**src/rtl/gpio_pkg.sv**
```systemverilog
package gpio_pkg;
  // trigger style codes; values 5..7 are reserved
  typedef enum logic [2:0] {
    TRIG_HIGH = 3'd0,
    TRIG_LOW  = 3'd1,
    TRIG_RISE = 3'd2,
    TRIG_FALL = 3'd3,
    TRIG_ANY  = 3'd4
  } trig_t;

  localparam int STYLE_W = 3;

  // word index (byte address bits 4:2)
  localparam logic [2:0] W_DOUT  = 3'd0;
  localparam logic [2:0] W_DIR   = 3'd1;
  localparam logic [2:0] W_LEVEL = 3'd2;
  localparam logic [2:0] W_STAT  = 3'd3;
  localparam logic [2:0] W_STYLO = 3'd4;
  localparam logic [2:0] W_STYHI = 3'd5;
  localparam logic [2:0] W_CLKS  = 3'd6;
  localparam logic [2:0] W_DBS   = 3'd7;
endpackage

```
**src/rtl/gpio_sync.sv**
```systemverilog
module gpio_sync #(
  parameter int WIDTH = 16
) (
  input  logic             clk,
  input  logic             rst,
  input  logic [WIDTH-1:0] d,
  output logic [WIDTH-1:0] q
);
  logic [WIDTH-1:0] meta_q;

  always_ff @(posedge clk) begin
    if (rst) begin
      meta_q <= '0;
      q      <= '0;
    end else begin
      meta_q <= d;
      q      <= meta_q;
    end
  end
endmodule

```
**src/rtl/gpio_detect.sv**
```systemverilog
module gpio_detect
  import gpio_pkg::*;
#(
  parameter int N_LINES = 16
) (
  input  logic                       clk,
  input  logic                       rst,
  input  logic [N_LINES-1:0]         lvl,
  input  logic [N_LINES*STYLE_W-1:0] style,
  output logic [N_LINES-1:0]         evt
);
  logic [N_LINES-1:0] prev_q;

  always_ff @(posedge clk) begin
    if (rst) prev_q <= '0;
    else     prev_q <= lvl;
  end

  for (genvar i = 0; i < N_LINES; i++) begin : g_line
    logic [STYLE_W-1:0] code;
    logic rise, fall;
    assign code = style[i*STYLE_W +: STYLE_W];
    assign rise = lvl[i] & ~prev_q[i];
    assign fall = ~lvl[i] & prev_q[i];
    always_comb begin
      unique case (code)
        TRIG_HIGH: evt[i] = lvl[i];
        TRIG_LOW:  evt[i] = ~lvl[i];
        TRIG_RISE: evt[i] = rise;
        TRIG_FALL: evt[i] = fall;
        TRIG_ANY:  evt[i] = rise | fall;
        default:   evt[i] = 1'b0;
      endcase
    end
  end
endmodule

```
**src/rtl/gpio_irq_ctrl.sv**
```systemverilog
module gpio_irq_ctrl
  import gpio_pkg::*;
#(
  parameter int N_LINES   = 16,
  parameter int IRQ_LINES = 13,
  parameter int DW        = 32,
  parameter int AW        = 5,
  parameter int CLKS_W    = 2,
  parameter int DBS_W     = 2
) (
  input  logic                 clk,
  input  logic                 rst,
  input  logic                 bus_wr_en,
  input  logic                 bus_rd_en,
  input  logic [AW-1:0]        bus_addr,
  input  logic [DW-1:0]        bus_wdata,
  output logic [DW-1:0]        bus_rdata,
  input  logic [N_LINES-1:0]   pad_in,
  output logic [N_LINES-1:0]   pad_out,
  output logic [N_LINES-1:0]   pad_oe,
  output logic [CLKS_W-1:0]    clk_sel_o,
  output logic [IRQ_LINES-1:0] irq_o
);
  localparam int HALF    = N_LINES / 2;
  localparam int STY_REG = HALF * STYLE_W;
  localparam int STY_ALL = N_LINES * STYLE_W;

  logic [N_LINES-1:0] dout_q, dir_q, stat_q;
  logic [STY_ALL-1:0] style_q;
  logic [CLKS_W-1:0]  clks_q;
  logic [DBS_W-1:0]   dbs_q;
  logic [N_LINES-1:0] sync_lvl, line_evt, clr_mask, claim;
  logic [2:0]         widx;

  assign widx = bus_addr[4:2];

  gpio_sync #(.WIDTH(N_LINES)) u_sync (
    .clk(clk), .rst(rst), .d(pad_in), .q(sync_lvl)
  );

  gpio_detect #(.N_LINES(N_LINES)) u_detect (
    .clk(clk), .rst(rst), .lvl(sync_lvl), .style(style_q), .evt(line_evt)
  );

  assign clr_mask = (bus_wr_en && widx == W_STAT) ? bus_wdata[N_LINES-1:0] : '0;

  // top lines may be handed to the clock source
  for (genvar i = 0; i < N_LINES; i++) begin : g_claim
    if (i >= N_LINES - CLKS_W) begin : g_clk
      assign claim[i] = clks_q[i - (N_LINES - CLKS_W)];
    end else begin : g_gpio
      assign claim[i] = 1'b0;
    end
  end

  always_ff @(posedge clk) begin
    if (rst) begin
      dout_q  <= '0;
      dir_q   <= '1;
      stat_q  <= '0;
      style_q <= '0;
      clks_q  <= '0;
      dbs_q   <= '0;
    end else begin
      stat_q <= (stat_q & ~clr_mask) | line_evt;
      if (bus_wr_en) begin
        unique case (widx)
          W_DOUT:  dout_q <= bus_wdata[N_LINES-1:0];
          W_DIR:   dir_q  <= bus_wdata[N_LINES-1:0];
          W_STYLO: style_q[STY_REG-1:0]       <= bus_wdata[STY_REG-1:0];
          W_STYHI: style_q[STY_ALL-1:STY_REG] <= bus_wdata[STY_REG-1:0];
          W_CLKS:  clks_q <= bus_wdata[CLKS_W-1:0];
          W_DBS:   dbs_q  <= bus_wdata[DBS_W-1:0];
          default: ;
        endcase
      end
    end
  end

  always_ff @(posedge clk) begin
    if (rst || !bus_rd_en) begin
      bus_rdata <= '0;
    end else begin
      unique case (widx)
        W_DOUT:  bus_rdata <= DW'(dout_q);
        W_DIR:   bus_rdata <= DW'(dir_q);
        W_LEVEL: bus_rdata <= DW'(sync_lvl);
        W_STAT:  bus_rdata <= DW'(stat_q);
        W_STYLO: bus_rdata <= DW'(style_q[STY_REG-1:0]);
        W_STYHI: bus_rdata <= DW'(style_q[STY_ALL-1:STY_REG]);
        W_CLKS:  bus_rdata <= DW'(clks_q);
        default: bus_rdata <= DW'(dbs_q);
      endcase
    end
  end

  assign pad_out   = dout_q;
  assign pad_oe    = ~dir_q & ~claim;
  assign clk_sel_o = clks_q;
  assign irq_o     = stat_q[IRQ_LINES-1:0];
endmodule

```
**config.mk**
```make
export PLATFORM = sky130hd
export DESIGN_NAME = gpio_irq_ctrl
export DESIGN_NICKNAME = d
export VERILOG_FILES = /design/src/rtl/gpio_pkg.sv /design/src/rtl/gpio_sync.sv /design/src/rtl/gpio_detect.sv /design/src/rtl/gpio_irq_ctrl.sv
export SDC_FILE = /design/constraint.sdc
export NUM_CORES = 1
export LEC_CHECK = 0
export CAP_MARGIN = 20
export CORE_MARGIN = 2
export CORE_UTILIZATION = 40
export CTS_CLUSTER_SIZE = 20
export DETAILED_ROUTE_END_ITERATION = 8
export PLACE_DENSITY = 0.68
export SYNTH_ARGS = -nofsm -noshare
export SYNTH_HDL_FRONTEND = slang
export SYNTH_SLANG_ARGS = --single-unit
```
**constraint.sdc**
```tcl
create_clock -name clk -period 2.1 [get_ports clk]
set_clock_uncertainty 0.2 [all_clocks]
set_input_delay 0.315 -clock clk [delete_from_list [all_inputs] [get_ports clk]]
set_output_delay 0.315 -clock clk [all_outputs]
set_load 0.01 [all_outputs]
```
Word level (Yosys, flattened, before mapping). Cells that the tools add are included.

Output and inout bits: 79. Flip-flop bits (word level): 180. Bits of input ports: 57.

Eq/ne operators: 71. Reduce and logical (&&, ||, !) cells: 26. Mux-type cells: 18. Bitwise gates (word level): 86.

Operators with widths (number): 24-bit one-hot mux with 7 select lines (1); 3-bit by 2-bit equality test with 1-bit output, second input constant (34); 1-bit one-hot mux with 5 select lines (16); 3-bit equality test, second input constant (20); 3-bit by 1-bit equality test with 1-bit output, second input constant (17); 3-bit logical NOT (17); 16-bit NOT (3); 1-bit AND (32); 16-bit AND (2); 1-bit NOT (32); 16-bit 2-to-1 mux (1); 1-bit bitwise OR (16); 16-bit bitwise OR (1); 2-bit AND reduction (6); 1-bit logical AND (1); 1-bit logical NOT (1); 1-bit logical OR (1).

Longest topological paths before layout. Gate-level depths: netlist (run 1).

Depth after elaboration: 6. Gate-level depth with buffers: 6. Mapped depth without buffers: 5.

By module. Synthesis (run 1) repeated with hierarchy kept, for this count alone.

Cell total of the unflattened synthesis: 896. Area, all modules: 7926.4 um^2.

Modules (own cells, without submodules): gpio_irq_ctrl (sequential area each 2482.4 um^2, cells an instance 635, times used 1, area an instance 5420.2 um^2); gpio_detect (sequential area each 320.3 um^2, cells an instance 194, times used 1, area an instance 1642.8 um^2); gpio_sync (sequential area each 640.6 um^2, cells an instance 67, times used 1, area an instance 863.3 um^2).

Least setup slack after synthesis (run 1). Ideal clock, no wire load.

Path kind: input to register. From: input port bus_addr[2]. To: register dout_q[10], in the netlist pad_out[10]. Stages: 6. Path buffers: 3. Arrival: 1304 ps. Slack: 464 ps. Setup time: 132 ps. Required time: 1768 ps. Cells stage by stage: buf_6 -> or4b_1 -> buf_2 -> buf_6 -> nand2_1 -> a21oi_1.

Cells in the longest elaborated chain, start to end: 2.

Ends and longest elaborated chain: from (decl) (RTL line gpio_irq_ctrl.sv:15) `input logic [AW-1:0] bus_addr,`; 3-bit logical NOT (RTL line gpio_irq_ctrl.sv:67) `unique case (widx)`; 2-bit AND reduction (no line); to (signal assigned) (RTL line gpio_irq_ctrl.sv:68) `W_DOUT: dout_q <= bus_wdata[N_LINES-1:0];`; to (decl) (RTL line gpio_irq_ctrl.sv:28) `logic [N_LINES-1:0] dout_q, dir_q, stat_q;`.

No other way between the ends. A chain may end at the register's enable or synchronous reset.

Worst setup path after layout (run 1).
From: register clks_q[0], in the netlist clk_sel_o[0]. To: output port pad_oe[14].

Cells in the longest elaborated chain, start to end: 2.

Ends and longest elaborated chain: from (decl) (RTL line gpio_irq_ctrl.sv:30) `logic [CLKS_W-1:0] clks_q;`; from (signal assigned) (RTL line gpio_irq_ctrl.sv:72) `W_CLKS: clks_q <= bus_wdata[CLKS_W-1:0];`; 16-bit NOT (RTL line gpio_irq_ctrl.sv:98) `assign pad_oe = ~dir_q & ~claim;`; 16-bit AND (RTL line gpio_irq_ctrl.sv:98); to (decl) (RTL line gpio_irq_ctrl.sv:20) `output logic [N_LINES-1:0] pad_oe,`.

No other way between the ends.

==> reports/results.tsv, run 1 <==
stage	metric	value	unit
placement	io_buffer_count	117	
cts	cts_resized	0	
worst_setup_path	arrival	1.46	ns
timing	fmax	0.506	GHz
synthesis	synth_seq_cells	172	
global_route	grt_pass1_vias	6179	
route	vias	6595	
die	start_util	0.410	
worst_setup_path	r2r_setup_slack	0.46	ns
worst_setup_path	crit_path_max_incr_delay	0.55	ns
synthesis	synth_enable_flop_cells	0	
cts	post_cts_buffers	0	
final_layout	layout-drive-gt1-share	0.109	
worst_setup_path	crit_chain	nor2_1 -> clkdlybuf4s50_1	
global_route	antenna_found_initial	1	
global_route	grt_pass1_wl	33.3	mm
timing	setup_slack	0.125	ns
worst_setup_path	r2r-end	stat_q[14]$_SDFF_PP0_	
worst_setup_path	cp_data_required_time	1.58	ns
worst_setup_path	timing.rr.start	u_sync.q[14]$_SDFF_PP0_	
final_layout	areaGrowthSynthToFinish	27.2	%
die	die_y	145	µm
route	post_drt_wl_per_cell	16.6	µm
status	status	finished, final reports clean	
timing	hold_viol_final	0	
cts	hold_buffers	0	
die	fp.dieW	145	µm
synthesis	ys.warnings.count	0	
worst_setup_path	startpoint_type	flop	
timing	relSlewSlack	0.515	
timing	grt_setup_unrepaired	no	
worst_setup_path	path_buf_inv	1	
route	vias_per_cell	5.12	
job	cap_violations	0	
final_layout	finalNonFillerCells	1288	
min_path	holdCritPathClass	primary input to flop	
placement	place_hpwl	14.8	mm
worst_setup_path	crit_fanout	4	
cts	clockBufferDepth	2	
cts	clock_latency	0.44	ns
route	drc	0	
pwr	vdd_drop_max	0.546	mV
timing	tightest_slew	0.728	ns
timing	fin_crit	1.97	ns
worst_setup_path	cp_top_family	buffers and inverters	
route	drtIter0Drc	471	
synthesis	avgSynthCellArea	8.94	µm²
die	core_area	0.0195	mm²
cts	htreeDepth	4	
synthesis	synth_flop_cell	dfxtp_1	
cts	clock-sinks	172	
final_layout	diodes	0	
synthesis	ys_seq_area_frac	0.430	
die	rows	51	
global_route	overflow	0	
die	die_area	0.0212	mm²
cts	root_buffer	clkbuf_16	
timing	maxSlewViolCount	0	
cts	clkTransAtPathRegs	0.06	ns
synthesis	syn_area	0.00801	mm²
worst_setup_path	crit_type	flop to primary output	
synthesis	synth_cell_types	46	
timing	fin_crit_sh	0.940	
die	io_pins	136	
worst_setup_path	crit_path_end_kind	primary output	
global_route	track_usage	0.201	
worst_setup_path	crit_cells	2	
pwr	leakage	3.78	nW
placement	pre_cts_slack	-0.0780	ns
timing	setup-violations-final	0	
route	postRouteAntennaNets	0	
worst_setup_path	crit_start	clk_sel_o[0]$_SDFFE_PP0P_	
worst_setup_path	ff2ff_path_depth	5	
synthesis	async_flop_share	0	
route	dr.pass1.iters	5	
final_layout	final_nets	1099	
pwr	powerDensity	743	mW/mm²
placement	gp_congestion	0.819	
cts	cts_made_buffers	17	
placement	post-place-cells	1256	
global_route	grt_max_degree	149	
cts	cts_tree	built	
route	wl	21.4	mm
synthesis	synthCells	896	
worst_setup_path	crit_path_top_delay_cell	clkdlybuf4s50_1	
worst_setup_path	crit_end	pad_oe[14]	
[state kept, by name, indices dropped and copies added (netlist names)]
signal and cells:
bus_rdata 24, clk_sel_o 2, dbs_q 2, dir_q 16
pad_out 16, stat_q 16, style_q 48, u_detect.prev_q 16
u_sync.meta_q 16, u_sync.q 16
[metrics by stage]
stage | TNS [ns] | hold slack [ns] | total power [mW] | instance area, µm² | utilization
after floorplan | 0 | 0.214 | 4.01 | 8030 | -
after global placement | -1.43 | 0.218 | 4.37 | 9580 | 0.490
after detailed placement | -1.83 | 0.220 | 4.38 | 9580 | 0.490
after CTS | 0 | 0.151 | 7.62 | 10200 | 0.522
after global routing | 0 | 0.200 | 7.82 | 10200 | 0.522
final | 0 | 0.165 | 7.56 | 10200 | 0.522
[per-layer routing]
layer,track usage,vias up,share of wire
met1,0.267,3091,0.46
met5,0,-,0
met4,0.0701,0,0.020
met3,0.0464,25,0.057
li1,-,3269,-
met2,0.322,210,0.46
[cells in the final DEF, fill, tap and decap left out, types with 12 or more instances in the layout]
cell type and instances:
nor4b_1 16, a31oi_1 22, mux2i_1 34, buf_4 36
buf_12 12, a21oi_1 71, ha_1 32, or3_1 18
nand2b_1 17, clkdlybuf4s50_1 114, mux2_2 21, inv_1 63
nand2_1 136, dfxtp_1 172, o2111ai_1 16, a211oi_1 18
nor2b_1 53, a211o_1 16, nor2_1 47, clkbuf_16 17
[cell families after synthesis]
logic type,Yosys count,synth area share
buffers and inverters,139,0.0859
flip-flops,172,0.430
adder cells (fa/ha/maj),32,0.0500
AO/OA/AOI/OAI,170,0.140
other,1,0.000468
AND/OR/NAND/NOR,325,0.216
multiplexers,57,0.0777
[synth_stat cells (5+ instances only)]
| cell | instances | area [µm²] |
|---|---|---|
| a211o_1 | 16 | 140 |
| a211oi_1 | 18 | 135 |
| a21oi_1 | 71 | 355 |
| a22oi_1 | 8 | 60.1 |
| a31oi_1 | 22 | 138 |
| and3b_1 | 10 | 87.6 |
| buf_2 | 22 | 110 |
| buf_4 | 27 | 203 |
| buf_6 | 5 | 56.3 |
| clkbuf_1 | 21 | 78.8 |
| dfxtp_1 | 172 | 3440 |
| ha_1 | 32 | 400 |
| inv_1 | 63 | 236 |
| mux2_2 | 21 | 236 |
| mux2i_1 | 34 | 340 |
| nand2_1 | 136 | 510 |
| nand2b_1 | 17 | 106 |
| nor2_1 | 47 | 176 |
| nor2b_1 | 53 | 332 |
| nor3b_1 | 5 | 37.5 |
| nor4b_1 | 16 | 140 |
| o2111ai_1 | 16 | 140 |
| or3_1 | 18 | 113 |
[power breakdown]
| group | internal [mW] | switching (mW) | leakage [nW] |
|---|---|---|---|
| sequential | 3.38 | 0.106 | 1.40 |
| clock | 1.91 | 1.35 | 0.296 |
| combinational | 0.428 | 0.399 | 2.08 |
| total | 5.71 | 1.85 | 3.78 |
[worst reg2reg max path, delay by kind of cell, from the launching register on]
family	cells	cell delay [ns]
compound gates	2	0.24
fa+ha+maj	1	0.30
buf+inv	1	0.11
flops	1	0.43
simple gates	1	0.29
[area by class of cell]
class / instances / area [µm²]
Clock buffer: 18 / 439
Clock inverter: 14 / 169
Fill cell: 1836 / 9340
Inverter: 63 / 236
Multi-Input combinational cell: 592 / 3900
Sequential cell: 172 / 3440
Tap cell: 265 / 332
Timing Repair Buffer: 164 / 1660
[how the worst min path moves through the flow]
| stage | start | endpoint | cells after the start |
|---|---|---|---|
| 2_1_floorplan | u_sync.meta_q[0]$_SDFF_PP0_ | u_sync.q[0]$_SDFF_PP0_ | 1 |
| 3_3_place_gp | u_sync.meta_q[11]$_SDFF_PP0_ | u_sync.q[11]$_SDFF_PP0_ | 1 |
| 3_5_place_dp | u_sync.meta_q[9]$_SDFF_PP0_ | u_sync.q[9]$_SDFF_PP0_ | 1 |
| 4_1_cts | rst | bus_rdata[0]$_SDFF_PP0_ | 5 |
| 5_1_grt | rst | bus_rdata[1]$_SDFF_PP0_ | 5 |
| 6_report | rst | bus_rdata[0]$_SDFF_PP0_ | 5 |
No activity file was read; power rests on OpenSTA's default activity.
==> inputs of run 2 (changes only) <==
--- a/config.mk
+++ b/config.mk
@@ -11,6 +11,7 @@
 export CTS_CLUSTER_SIZE = 20
 export DETAILED_ROUTE_END_ITERATION = 8
 export PLACE_DENSITY = 0.68
+export SKIP_CTS_REPAIR_TIMING = 1
 export SYNTH_ARGS = -nofsm -noshare
 export SYNTH_HDL_FRONTEND = slang
 export SYNTH_SLANG_ARGS = --single-unit
==> results of run 2 <==
No change in the layout: final DEF, timing and power equal those of run 1.
==> inputs of run 3 (changes only) <==
--- a/config.mk
+++ b/config.mk
@@ -7,10 +7,10 @@
 export LEC_CHECK = 0
 export CAP_MARGIN = 20
 export CORE_MARGIN = 2
-export CORE_UTILIZATION = 40
+export CORE_UTILIZATION = 32
 export CTS_CLUSTER_SIZE = 20
 export DETAILED_ROUTE_END_ITERATION = 8
-export PLACE_DENSITY = 0.68
+export PLACE_DENSITY = 0.58
 export SKIP_CTS_REPAIR_TIMING = 1
 export SYNTH_ARGS = -nofsm -noshare
 export SYNTH_HDL_FRONTEND = slang
==> run 3 against run 2 <==
  * Global-route usage down 2.7 points
  * Final cell count up 4.7%
  * First-iteration DRC count down 9.6%
  * Register-to-register slack about the same
  * Clock power down 1%
  * Cell area up 0.77%
  * Die area up 24%
  * Via count down 0.21%
  * Combinational power up 0.8%
  * Non-clock buffer count up 2
==> reports/results.tsv, run 3 (synthesis gave the netlist of run 1 again) <==
stage	metric	value	unit	change
timing	relSlewSlack	0.509		was 0.515
cts	clock-sinks	172		unchanged
pwr	vdd_drop_max	0.485	mV	was 0.546 mV
final_layout	finalNonFillerCells	1349		was 1288
global_route	grt_max_degree	149		unchanged
die	die_area	0.0263	mm²	was 0.0212 mm²
timing	hold_viol_final	0		unchanged
worst_setup_path	crit_chain	nor2_1 -> clkdlybuf4s50_1		unchanged
global_route	grt_pass1_wl	35.2	mm	was 33.3 mm
worst_setup_path	arrival	1.45	ns	was 1.46 ns
route	dr.pass1.iters	5		unchanged
placement	place_hpwl	15.9	mm	was 14.8 mm
die	fp.dieW	162	µm	was 145 µm
timing	maxSlewViolCount	0		unchanged
cts	root_buffer	clkbuf_16		unchanged
route	wl	22.6	mm	was 21.4 mm
timing	grt_setup_unrepaired	no		unchanged
final_layout	layout-drive-gt1-share	0.109		about the same
route	drc	0		unchanged
worst_setup_path	startpoint_type	flop		unchanged
timing	setup_slack	0.133	ns	was 0.125 ns
timing	tightest_slew	0.736	ns	was 0.728 ns
timing	setup_tns	0	ns	unchanged
cts	clkTransAtPathRegs	0.07	ns	was 0.06 ns
cts	cts_made_buffers	17		unchanged
route	drtIter0Drc	426		was 471
die	rows	57		was 51
final_layout	final_common_cell	dfxtp_1		unchanged
placement	gp_congestion	0.782		was 0.819
die	core_area	0.0245	mm²	was 0.0195 mm²
route	postRouteAntennaNets	0		unchanged
worst_setup_path	crit_path_top_delay_cell	clkdlybuf4s50_1		unchanged
final_layout	fillers	2420		was 1836
route	post_drt_wl_per_cell	16.8	µm	was 16.6 µm
final_layout	final_cell_mix	dfxtp_1, nand2_1, clkdlybuf4s50_1		unchanged
timing	fin_crit_sh	0.936		was 0.940
worst_setup_path	crit_type	flop to primary output		unchanged
status	status	finished, final reports clean		unchanged
timing	fmax	0.509	GHz	was 0.506 GHz
cts	clock_latency	0.43	ns	was 0.44 ns
global_route	grt_pass1_vias	6294		was 6179
die	io_pins	136		unchanged
worst_setup_path	crit_fanout	4		unchanged
timing	hold_ws	0.176	ns	was 0.165 ns
placement	io_buffer_count	117		unchanged
pwr	power	7.53	mW	was 7.56 mW
worst_setup_path	path_buf_inv	1		unchanged
worst_setup_path	cp_data_required_time	1.58	ns	about the same
die	die_y	162	µm	was 145 µm
die	start_util	0.327		was 0.410
global_route	overflow	0		unchanged
worst_setup_path	cp_top_family	buffers and inverters		unchanged
worst_setup_path	crit_path_max_incr_delay	0.54	ns	was 0.55 ns
timing	setup-violations-final	0		unchanged
cts	cts_tree	built		unchanged
min_path	holdCritPathClass	primary input to flop		unchanged
placement	post-place-cells	1317		was 1256
final_layout	final_nets	1101		was 1099
pwr	powerDensity	734	mW/mm²	was 743 mW/mm²
cts	htreeDepth	4		unchanged
final_layout	largest-register	style_q		unchanged
route	vias_per_cell	4.88		was 5.12
route	vias	6581		was 6595
job	cap_violations	0		unchanged
final_layout	diodes	0		unchanged
pwr	leakage	3.79	nW	was 3.78 nW
worst_setup_path	crit_path_end_kind	primary output		unchanged
final_layout	areaGrowthSynthToFinish	28.2	%	was 27.2%
cts	clockBufferDepth	2		unchanged
final_layout	top_regs	style_q (48), bus_rdata (24)		unchanged
timing	fin_crit	1.97	ns	about the same
final_layout	largest_reg_flops	48		unchanged
global_route	antenna_found_initial	0		was 1
global_route	track_usage	0.174		was 0.201
placement	pre_cts_slack	-0.0544	ns	was -0.0780 ns
## run 3: final timing paths
path | from | slack [ns] | end | cells after the start
worst max-delay path | clk_sel_o[0]$_SDFFE_PP0P_ | 0.13 | pad_oe[14] | 2
worst min-delay path | rst | 0.18 | bus_rdata[1]$_SDFF_PP0_ | 5
worst min register to register | u_sync.meta_q[15]$_SDFF_PP0_ | 0.23 | u_sync.q[15]$_SDFF_PP0_ | 1
worst max register to register | u_sync.q[6]$_SDFF_PP0_ | 0.45 | stat_q[6]$_SDFF_PP0_ | 5
## run 3: final cells by class
cell class,instances,area [µm²],share of cell area
Sequential cell,172,3440,0.336
Clock buffer,23,488,0.0475
Clock inverter,9,110,0.0107
Tap cell,324,405,0.0395
Inverter,63,236,0.0230
Timing Repair Buffer,166,1680,0.163
Multi-Input combinational cell,592,3900,0.380
## run 3: metal layers
layer  track usage  routed length [µm]  vias up
li1              -                   -     3270
met4        0.0555                 397        0
met2         0.284               10600      175
met5             0                   0        -
met3        0.0347                1110       23
met1         0.232               10500     3113
## run 3: tightest hold or removal path: cells and delay by family
family                 cells  cell delay (ns)
AO/OA/AOI/OAI              2             0.12
buffers and inverters      2             0.25
AND/OR/NAND/NOR            1             0.08
## run 3: report_power, final
group	switching [mW]	total, mW	internal (mW)
sequential	0.105	3.49	3.38
combinational	0.404	0.834	0.430
clock	1.33	3.21	1.88
## run 3: per-stage QoR
step	area [µm²]	util
floorplan	8030	-
global placement	9660	0.395
detailed placement	9660	0.395
CTS	10300	0.420
global route	10300	0.420
finish	10300	0.420
